===== src/rtl/pgm_host_pkg.sv =====
package pgm_host_pkg;

  localparam int unsigned CMD_W    = 4;
  localparam int unsigned OPND_W   = 16;
  localparam int unsigned FRAME_W  = CMD_W + OPND_W;
  localparam int unsigned RX_W     = 8;
  localparam int unsigned TURN_BIT = FRAME_W - RX_W;
  localparam int unsigned BIT_W    = $clog2(FRAME_W);

  typedef enum logic [2:0] {
    LK_OFF,
    LK_RAISE_MODE,
    LK_SETTLE,
    LK_ON,
    LK_DROP_RST
  } link_st_t;

  typedef enum logic [1:0] {
    SH_IDLE,
    SH_LEAD,
    SH_HIGH,
    SH_LOW
  } shift_st_t;

  // Read-type codes hand back one byte in the upper operand half.
  function automatic logic cmd_returns_byte(input logic [CMD_W-1:0] code);
    return (code[3:2] == 2'b10) || (code == 4'b0010);
  endfunction

endpackage


===== src/rtl/pgm_delay_cnt.sv =====
module pgm_delay_cnt #(
  parameter int unsigned CNT_W = 4
) (
  input  logic             clk,
  input  logic             rst_n,
  input  logic             clr,
  input  logic [CNT_W-1:0] limit,
  output logic             last
);

  logic [CNT_W-1:0] cnt_q;

  // Counts 0..limit, wraps by itself so back-to-back phases need no clear.
  always_ff @(posedge clk or negedge rst_n) begin
    if (!rst_n) begin
      cnt_q <= '0;
    end else if (clr || last) begin
      cnt_q <= '0;
    end else begin
      cnt_q <= cnt_q + 1'b1;
    end
  end

  assign last = (cnt_q == limit);

endmodule


===== src/rtl/pgm_link_seq.sv =====
module pgm_link_seq
  import pgm_host_pkg::*;
#(
  parameter int unsigned SETUP_CYC = 8,
  parameter int unsigned HOLD_CYC  = 6,
  parameter int unsigned CNT_W     = 4
) (
  input  logic clk,
  input  logic rst_n,
  input  logic want_on,
  input  logic frame_busy,
  output logic mode_o,
  output logic rst_line_o,
  output logic linked_o,
  output logic zero_dat_o
);

  link_st_t         st_q, st_d;
  logic             mode_q, rstl_q;
  logic             tmr_clr, tmr_last;
  logic [CNT_W-1:0] tmr_lim;

  assign tmr_clr = (st_q == LK_OFF) || (st_q == LK_ON);
  assign tmr_lim = (st_q == LK_RAISE_MODE) ? CNT_W'(SETUP_CYC - 1)
                                           : CNT_W'(HOLD_CYC - 1);

  pgm_delay_cnt #(.CNT_W(CNT_W)) u_step_tmr (
    .clk   (clk),
    .rst_n (rst_n),
    .clr   (tmr_clr),
    .limit (tmr_lim),
    .last  (tmr_last)
  );

  always_comb begin
    st_d       = st_q;
    zero_dat_o = 1'b0;
    unique case (st_q)
      LK_OFF:        if (want_on) st_d = LK_RAISE_MODE;
      LK_RAISE_MODE: if (tmr_last) st_d = LK_SETTLE;
      LK_SETTLE:     if (tmr_last) st_d = LK_ON;
      LK_ON: begin
        // Exit waits for any frame in flight to finish.
        if (!want_on && !frame_busy) begin
          st_d       = LK_DROP_RST;
          zero_dat_o = 1'b1;
        end
      end
      LK_DROP_RST:   if (tmr_last) st_d = LK_OFF;
      default:       st_d = LK_OFF;
    endcase
  end

  always_ff @(posedge clk or negedge rst_n) begin
    if (!rst_n) begin
      st_q   <= LK_OFF;
      mode_q <= 1'b0;
      rstl_q <= 1'b0;
    end else begin
      st_q   <= st_d;
      mode_q <= (st_d != LK_OFF);
      rstl_q <= (st_d == LK_SETTLE) || (st_d == LK_ON);
    end
  end

  assign mode_o     = mode_q;
  assign rst_line_o = rstl_q;
  assign linked_o   = (st_q == LK_ON);

endmodule


===== src/rtl/pgm_frame_shift.sv =====
module pgm_frame_shift
  import pgm_host_pkg::*;
#(
  parameter int unsigned HALF_CYC = 4,
  parameter int unsigned CNT_W    = 3
) (
  input  logic              clk,
  input  logic              rst_n,
  input  logic              start,
  input  logic [CMD_W-1:0]  cmd,
  input  logic [OPND_W-1:0] opnd,
  input  logic              zero_dat,
  input  logic              sdi,
  output logic              busy_o,
  output logic              sclk_o,
  output logic              sdo_o,
  output logic              sdo_oe_o,
  output logic              byte_vld_o,
  output logic [RX_W-1:0]   byte_nxt_o
);

  localparam logic [BIT_W-1:0] LAST_BIT = BIT_W'(FRAME_W - 1);
  localparam logic [BIT_W-1:0] TURN_IDX = BIT_W'(TURN_BIT);

  shift_st_t          st_q;
  logic [FRAME_W-1:0] sr_q;
  logic [BIT_W-1:0]   bit_q, bit_nxt;
  logic               rd_q, in_rx;
  logic [RX_W-1:0]    rx_q;
  logic               sclk_q, sdo_q, oe_q;
  logic               tmr_last;

  pgm_delay_cnt #(.CNT_W(CNT_W)) u_half_tmr (
    .clk   (clk),
    .rst_n (rst_n),
    .clr   (st_q == SH_IDLE),
    .limit (CNT_W'(HALF_CYC - 1)),
    .last  (tmr_last)
  );

  assign bit_nxt    = bit_q + 1'b1;
  assign in_rx      = rd_q && (bit_q >= TURN_IDX);
  assign byte_nxt_o = {sdi, rx_q[RX_W-1:1]};
  assign byte_vld_o = (st_q == SH_HIGH) && tmr_last && (bit_q == LAST_BIT) && rd_q;

  always_ff @(posedge clk or negedge rst_n) begin
    if (!rst_n) begin
      st_q   <= SH_IDLE;
      sr_q   <= '0;
      bit_q  <= '0;
      rd_q   <= 1'b0;
      rx_q   <= '0;
      sclk_q <= 1'b0;
      sdo_q  <= 1'b0;
      oe_q   <= 1'b1;
    end else begin
      unique case (st_q)
        SH_IDLE: begin
          if (zero_dat) sdo_q <= 1'b0;
          if (start) begin
            st_q  <= SH_LEAD;
            sr_q  <= {opnd, cmd};
            bit_q <= '0;
            rd_q  <= cmd_returns_byte(cmd);
          end
        end
        SH_LEAD: begin
          if (tmr_last) begin
            st_q   <= SH_HIGH;
            sclk_q <= 1'b1;
            sdo_q  <= sr_q[0];
          end
        end
        SH_HIGH: begin
          if (tmr_last) begin
            sclk_q <= 1'b0;
            if (in_rx) rx_q <= byte_nxt_o;
            if (bit_q == LAST_BIT) begin
              st_q <= SH_IDLE;
              oe_q <= 1'b1;
            end else begin
              st_q <= SH_LOW;
            end
          end
        end
        SH_LOW: begin
          if (tmr_last) begin
            st_q   <= SH_HIGH;
            sclk_q <= 1'b1;
            sr_q   <= sr_q >> 1;
            sdo_q  <= sr_q[1];
            bit_q  <= bit_nxt;
            oe_q   <= !(rd_q && (bit_nxt >= TURN_IDX));
          end
        end
        default: st_q <= SH_IDLE;
      endcase
    end
  end

  assign busy_o   = (st_q != SH_IDLE);
  assign sclk_o   = sclk_q;
  assign sdo_o    = sdo_q;
  assign sdo_oe_o = oe_q;

endmodule


===== src/rtl/pgm_host_seq.sv =====
module pgm_host_seq
  import pgm_host_pkg::*;
#(
  parameter int unsigned HALF_CYC  = 4,
  parameter int unsigned SETUP_CYC = 8,
  parameter int unsigned HOLD_CYC  = 6
) (
  input  logic        clk,
  input  logic        rst_n,
  input  logic        prog_en,
  output logic        linked,
  output logic        busy,
  input  logic        req_valid,
  output logic        req_ready,
  input  logic [3:0]  req_cmd,
  input  logic [15:0] req_opnd,
  output logic        rsp_valid,
  input  logic        rsp_ready,
  output logic [7:0]  rsp_data,
  output logic        tgt_clk,
  output logic        tgt_dat_o,
  output logic        tgt_dat_oe,
  input  logic        tgt_dat_i,
  output logic        tgt_mode,
  output logic        tgt_rst
);

  localparam int unsigned LINK_MAX = (SETUP_CYC > HOLD_CYC) ? SETUP_CYC : HOLD_CYC;
  localparam int unsigned LINK_W   = $clog2(LINK_MAX + 1);
  localparam int unsigned HALF_W   = $clog2(HALF_CYC + 1);

  logic            accept, frame_busy, zero_dat, byte_vld;
  logic [RX_W-1:0] byte_nxt;
  logic            rsp_vld_q;
  logic [RX_W-1:0] rsp_dat_q;

  pgm_link_seq #(
    .SETUP_CYC (SETUP_CYC),
    .HOLD_CYC  (HOLD_CYC),
    .CNT_W     (LINK_W)
  ) u_link (
    .clk        (clk),
    .rst_n      (rst_n),
    .want_on    (prog_en),
    .frame_busy (frame_busy),
    .mode_o     (tgt_mode),
    .rst_line_o (tgt_rst),
    .linked_o   (linked),
    .zero_dat_o (zero_dat)
  );

  assign req_ready = linked && !frame_busy && !rsp_vld_q && prog_en;
  assign accept    = req_valid && req_ready;

  pgm_frame_shift #(
    .HALF_CYC (HALF_CYC),
    .CNT_W    (HALF_W)
  ) u_shift (
    .clk        (clk),
    .rst_n      (rst_n),
    .start      (accept),
    .cmd        (req_cmd),
    .opnd       (req_opnd),
    .zero_dat   (zero_dat),
    .sdi        (tgt_dat_i),
    .busy_o     (frame_busy),
    .sclk_o     (tgt_clk),
    .sdo_o      (tgt_dat_o),
    .sdo_oe_o   (tgt_dat_oe),
    .byte_vld_o (byte_vld),
    .byte_nxt_o (byte_nxt)
  );

  // Single response slot; loaded on the final falling edge so it is full
  // before req_ready could rise again.
  always_ff @(posedge clk or negedge rst_n) begin
    if (!rst_n) begin
      rsp_vld_q <= 1'b0;
      rsp_dat_q <= '0;
    end else if (byte_vld) begin
      rsp_vld_q <= 1'b1;
      rsp_dat_q <= byte_nxt;
    end else if (rsp_ready) begin
      rsp_vld_q <= 1'b0;
    end
  end

  assign busy      = frame_busy;
  assign rsp_valid = rsp_vld_q;
  assign rsp_data  = rsp_dat_q;

endmodule


===== config.mk =====
export PLATFORM = sky130hd
export DESIGN_NAME = pgm_host_seq
export DESIGN_NICKNAME = d
export VERILOG_FILES = /design/src/rtl/pgm_host_pkg.sv /design/src/rtl/pgm_delay_cnt.sv /design/src/rtl/pgm_link_seq.sv /design/src/rtl/pgm_frame_shift.sv /design/src/rtl/pgm_host_seq.sv
export SDC_FILE = /design/constraint.sdc
export NUM_CORES = 1
export LEC_CHECK = 0
export CORE_MARGIN = 2
export CORE_UTILIZATION = 57
export CTS_CLUSTER_DIAMETER = 150
export CTS_CLUSTER_SIZE = 28
export DETAILED_ROUTE_END_ITERATION = 16
export DONT_BUFFER_PORTS = 1
export PLACE_DENSITY = 0.75
export SYNTH_ARGS = -nofsm -noshare
export SYNTH_HDL_FRONTEND = slang
export SYNTH_HIERARCHICAL = 1
export SYNTH_SLANG_ARGS = --single-unit
export TNS_END_PERCENT = 50

===== constraint.sdc =====
create_clock -name clk -period 2.14 [get_ports clk]
set_clock_uncertainty 0.1 [all_clocks]
set_input_delay 0.642 -clock clk [delete_from_list [all_inputs] [get_ports clk]]
set_output_delay 0.642 -clock clk [all_outputs]
set_load 0.1 [all_outputs]

# Word-level counts from Yosys, hierarchy flattened
# Index checks and enable logic that the tools add are counted.
[totals]
reg_bits = 60
inputBits = 26
output_inout_bits = 17
wordCells = 112
[classes]
add_sub_neg = 3
order_cmp = 2
n_eq_ne = 21
muxes = 35
reduce_logical = 36
[op_table]
columns = ["op", "n"]
rows = [
  ["20-bit two-way mux", 2],
  ["20-bit case mux with 2 select lines", 1],
  ["3-bit two-way mux", 6],
  ["3-bit by 2-bit equality test with 1-bit output (second input constant)", 5],
  ["3-bit case mux with 5 select lines", 1],
  ["1-bit two-way mux", 12],
  ["3-bit AND reduction", 4],
  ["5-bit by 4-bit greater-or-equal comparator with 1-bit output (second input constant)", 2],
  ["1-bit logical AND", 10],
  ["2-bit two-way mux", 5],
  ["5-bit two-way mux", 2],
  ["5-bit case mux with 2 select lines", 1],
  ["2-bit nonzero test", 5],
  ["2-bit by 1-bit != test with 1-bit output (second input constant)", 4],
  ["4-bit AND reduction", 2],
  ["2-bit equality test (second input constant)", 3],
  ["2-bit != test (second input constant)", 3],
  ["2-bit case mux with 3 select lines", 1],
  ["3-bit nonzero test", 2],
  ["5-bit by 1-bit adder with 5-bit output (second input constant)", 1],
  ["5-bit equality test (second input constant)", 1],
  ["1-bit logical OR", 5],
  ["4-bit by 1-bit adder with 4-bit output (second input constant)", 1],
  ["4-bit by 2-bit equality test with 1-bit output (second input constant)", 1],
  ["13 further kinds", 17],
]

# Depth between registers and ports, before layout
[depth]
word_depth = 8
ltp_mapped = 10

# Modules after synthesis
# The synthesis kept the hierarchy.
[modules_own_cells]
columns = ["mod", "instances", "cells_each", "area_each_um2", "seq_area_each_um2"]
rows = [
  ["pgm_frame_shift", 1, 191, 2005.7, 952.2],
  ["pgm_host_seq", 1, 22, 387.9, 225.2],
  ["pgm_link_seq", 1, 27, 257.7, 125.1],
  ["pgm_delay_cnt (u_link.u_step_tmr)", 1, 17, 214.0, 100.1],
  ["pgm_delay_cnt (u_shift.u_half_tmr)", 1, 13, 160.2, 75.1],
]

# Worst setup path before layout
# Ideal clock, no wire load.
[synth_timing]
path_type = "register to register"
start = "register u_shift.st_q[0]"
end = "register u_shift.bit_q[3]"
t_arrival_ns = 2.905
required_time_ns = 1.919
path_slack_ns = -0.986
path_stages_with_launch = 10
path_buffers = 1
period_less_slack_ns = 3.126
cell_sequence = "dfrtp_1 inv_1 ha_1 inv_1 and4bb_2 and2_1 nand2b_1 nand2_4 buf_6 a22o_1"
[synth_between]
elab_chain_len = 8
elab_cells_between_ends = 13
cone_classes = "3 x eq/ne; 1 x mux; 9 x reduce/logical"
[synth_lines]
columns = ["element", "line_no", "rtl"]
rows = [
  ["start: declaration", "pgm_frame_shift.sv:25", "shift_st_t st_q;"],
  ["start signal: assignment", "pgm_frame_shift.sv:48", "st_q <= SH_IDLE;"],
  ["start signal: assignment", "pgm_frame_shift.sv:61", "st_q <= SH_LEAD;"],
  ["start signal: assignment", "pgm_frame_shift.sv:69", "st_q <= SH_HIGH;"],
  ["2-bit nonzero test", "pgm_frame_shift.sv:101", "assign busy_o = (st_q != SH_IDLE);"],
  ["named net busy", "pgm_host_seq.sv:12", "output logic busy,"],
  ["1-bit zero test", "pgm_host_seq.sv:52", "assign req_ready = linked && !frame_busy && !rsp_vld_q && prog_en;"],
  ["1-bit logical AND (3 in a row)", "pgm_host_seq.sv:52", ""],
  ["named net req_ready", "pgm_host_seq.sv:14", "output logic req_ready,"],
  ["1-bit logical AND", "pgm_host_seq.sv:53", "assign accept = req_valid && req_ready;"],
  ["named net accept", "pgm_host_seq.sv:32", "logic accept, frame_busy, zero_dat, byte_vld;"],
  ["2-bit != test (no line)", "-", ""],
  ["3-bit AND reduction (no line)", "-", ""],
  ["end signal: assignment", "pgm_frame_shift.sv:92", "bit_q <= bit_nxt;"],
  ["end: declaration", "pgm_frame_shift.sv:27", "logic [BIT_W-1:0] bit_q, bit_nxt;"],
]
# The timed path passes the listed nets, and every way through them passes these cells.
# A chain may end at the register's enable or synchronous reset.

# Worst setup path after layout
[layout_timing]
start = "register u_shift.st_q[0]"
end = "output port req_ready"
[layout_between]
elab_chain_len = 5
[layout_lines]
columns = ["element", "line_no"]
rows = [
  ["2-bit nonzero test", "pgm_frame_shift.sv:101"],
  ["1-bit zero test", "pgm_host_seq.sv:52"],
  ["1-bit logical AND (3 in a row)", "pgm_host_seq.sv:52"],
  ["end: declaration", "pgm_host_seq.sv:14"],
]
# Every way passes these cells.

==> flow_metrics.env <==
export IMPL_met3_wirelength_um=385
export IMPL_final_area_um2=3590
export IMPL_synth_top_area_share_pct=48.0
export IMPL_rsz0062_at_grt="true"
export IMPL_grt_pass1_vias=2091
export IMPL_ir_drop_uv=709
export IMPL_dp_cells=346
export IMPL_routed_wl_met2_mm=2.85
export IMPL_finalCriticalPeriod_ns=2.27
export IMPL_clk_pin_slew_ns=0.06
export IMPL_postRouteAntennaNets=0
export IMPL_synth_cells=270
export IMPL_maxSlewViolCount=0
export IMPL_critical_path_top_delay_family="flip-flops"
export IMPL_seqCellArea_um2=1480
export IMPL_cap_viol_max_count=0
export IMPL_portBuffers=0
export IMPL_placeableCoreArea_um2=5110
export IMPL_intPower_mw=3.18
export IMPL_routed_via_density=5.66
export IMPL_multi_input_area_um2=1480
export IMPL_yosys_area_top_type="dfrtp_1"
export IMPL_crit_path_end_kind="output pin"
export IMPL_cts_root_buf="clkbuf_8"
export IMPL_dr_pass1_iters=4
export IMPL_met1_length_mm=2.70
export IMPL_grt_max_degree=59
export IMPL_antenna_found_initial=0
export IMPL_holdWs_ns=0.0510
export IMPL_ios=43
export IMPL_crit_chain="inv_2 -> ha_4 -> clkinvlp_4 -> and4bb_4 -> buf_12"
export IMPL_synth_distinct_cells=52
export IMPL_fillCellCount=379
export IMPL_relSlewSlack_pct=38.3
export IMPL_cts_made_buffers=9
export IMPL_cts_htree_levels=3
export IMPL_netlist_area_um2=3030
export IMPL_rows=26
export IMPL_ys_seq_area_share_pct=48.8
export IMPL_start_util_pct=59.2
export IMPL_setup_slack_ns=-0.130
export IMPL_crit_buf_inv=3
export IMPL_synth_most_common_cell="dfrtp_1"
export IMPL_gp_congestion=0.835
export IMPL_route_detailed_drc=0
export IMPL_dr_first_iter_drc_count=158
export IMPL_fin_tns_setup_ns=-0.130
export IMPL_fmax_ghz=0.440
export IMPL_setup_viol=1
export IMPL_p_comb_share_pct=38.9
export IMPL_synth_ff_type="dfrtp_1"
export IMPL_cp_required_ns=1.40
export IMPL_fin_cells=371
export IMPL_fin_crit_sh_pct=106
export IMPL_die_h_um=76.9
export IMPL_async_flop_share_pct=100
export IMPL_drive_above_1_share_pct=25.2
export IMPL_avgSynthCellArea_um2=11.2
export IMPL_route_top_layer_used="met4"
export IMPL_seq_power_share_pct=34.3
export IMPL_gr_total_overflow=0
export IMPL_die_x_um=76.9
export IMPL_p_switching_mw=1.96
export IMPL_synth_warnings=6
export IMPL_cts_sinks=59
export IMPL_violations="negative setup slack"
export IMPL_finalHoldViolations=0
export IMPL_worst_ep_arrival_time_ns=1.53
export IMPL_status="finished, violations left"
export IMPL_p_leak_nw=1.64
export IMPL_power_total_mw=5.13
export IMPL_clockBufferDepth=2
export IMPL_diodes=0
export IMPL_worst_path_max_delay_cell="dfrtp_1"
export IMPL_p_per_area_nw_per_um2=1430
export IMPL_cp_slowest_stage_delay_ns=0.39
export IMPL_hold_path_class="in2async"
export IMPL_synth_common_cells="58 x dfrtp_1, 29 x nand2_1, 23 x o21ai_0"
export IMPL_drt_total_wl_mm=6.03
export IMPL_cts_tree="done"
export IMPL_grt_pass1_wl_mm=10.2
export IMPL_grt_usage_pct=21.9
export IMPL_crit_type="reg2out"
export IMPL_post_drt_wl_per_cell_um=16.2
export IMPL_synth_edf_count=0
export IMPL_dieArea_um2=5910
export IMPL_dr_total_vias=2101
export IMPL_clkLatencyLatePin_ns=0.33
export IMPL_dp_hpwl_mm=3.74
export IMPL_swShare_pct=38.1
export IMPL_placed_area_um2=3170
export IMPL_nets=331
export IMPL_areaGrowthSynthToFinish_pct=18.5
export IMPL_pre_cts_slack_ns=0.0570
export IMPL_p_clk_share_pct=26.9
export IMPL_ys_ff_latch=59
export IMPL_max_slew_worst_pin_slew_ns=0.925
export IMPL_critPathLaunchType="register"
export IMPL_crit_fanout=2
export IMPL_post_route_util_pct=70.2
export IMPL_yosys_top_cells_area="dfrtp_1 48%, mux2i_1 6.9%, mux2_4 4.5%"
==> registers in the layout, summed over array words and instances, names as in the netlist, 2 cells and up <==
register and cells:
u_link/st_q 3, u_shift/u_half_tmr/cnt_q 3, u_shift/bit_q 5, u_shift/st_q 2, rsp_data 8, u_shift/sr_q 20
u_link/u_step_tmr/cnt_q 4, u_shift/rx_q 7
==> layer usage <==
layer	up-vias	track usage (%)
li1	1001	-
met1	1029	29.7
met2	63	32.6
met3	8	6.00
met4	0	10.4
met5	-	0
==> layout make-up <==
cell class / count / area share (%)
inverter: 8 / 0.942
clock buffer: 12 / 4.33
multi-input combinational: 193 / 41.2
timing repair buffer: 25 / 6.49
clock inverter: 4 / 3.35
sequential: 59 / 41.2
tap: 70 / 2.44
==> cells by family after synthesis <==
logic type / synth area share [%]
AOI/OAI and AO/OA: 11.3
and+or+nand+nor: 13.6
other: 0.496
xor gates and xnor gates: 3.18
adders and majority gates: 3.72
DFF: 48.8
muxes: 14.0
buffers and inverters: 4.80
==> layout by cell type (no fill, tap or decap), drive strengths merged, types with 5 or more instances in the layout <==
| cell | instances |
|---|---|
| buf | 25 |
| clkbuf | 12 |
| conb | 6 |
| dfrtp | 58 |
| ha | 9 |
| inv | 7 |
| mux2 | 16 |
| mux2i | 21 |
| nand2 | 32 |
| nand2b | 7 |
| nand3 | 8 |
| nor2 | 7 |
| nor3 | 6 |
| o21ai | 26 |
| xnor2 | 5 |
| xor2 | 6 |
==> final timing paths <==
check                           slack, ns  cells after the start              from               end
worst min-delay path                 0.05                      0             rst_n  u_shift/sdo_oe_o
worst max-delay path                -0.13                      5   u_shift/st_q[0]         req_ready
worst max register to register       0.09                     10   u_shift/st_q[0]  u_shift/bit_q[2]
min in group clk                     0.32                      1        req_cmd[2]      u_shift/rd_q
worst min register to register       0.38                      2  u_shift/sr_q[17]  u_shift/sr_q[17]
max in group asynchronous            1.63                      1             rst_n   u_shift/st_q[0]
==> what timing repair did <==
action                                  4_1_cts  5_1_grt
pin swaps                                     2        3
gates resized for setup                       3        7
hold buffers                                  1        0
endpoints found under the setup margin        1       25
setup buffers                                 6        0
hold endpoints to repair                     58        0
cloned                                        0        2
==> power by group through the flow <==
stage	sequential, mW	clock [mW]	combinational [mW]
after floorplan	1.92	0	1.34
after global placement	1.76	0	1.74
after detailed placement	1.78	0	1.78
after CTS	1.76	1.40	1.88
after global routing	1.80	1.46	2.19
final	1.76	1.38	1.99
No activity file was read; power rests on OpenSTA's default activity.
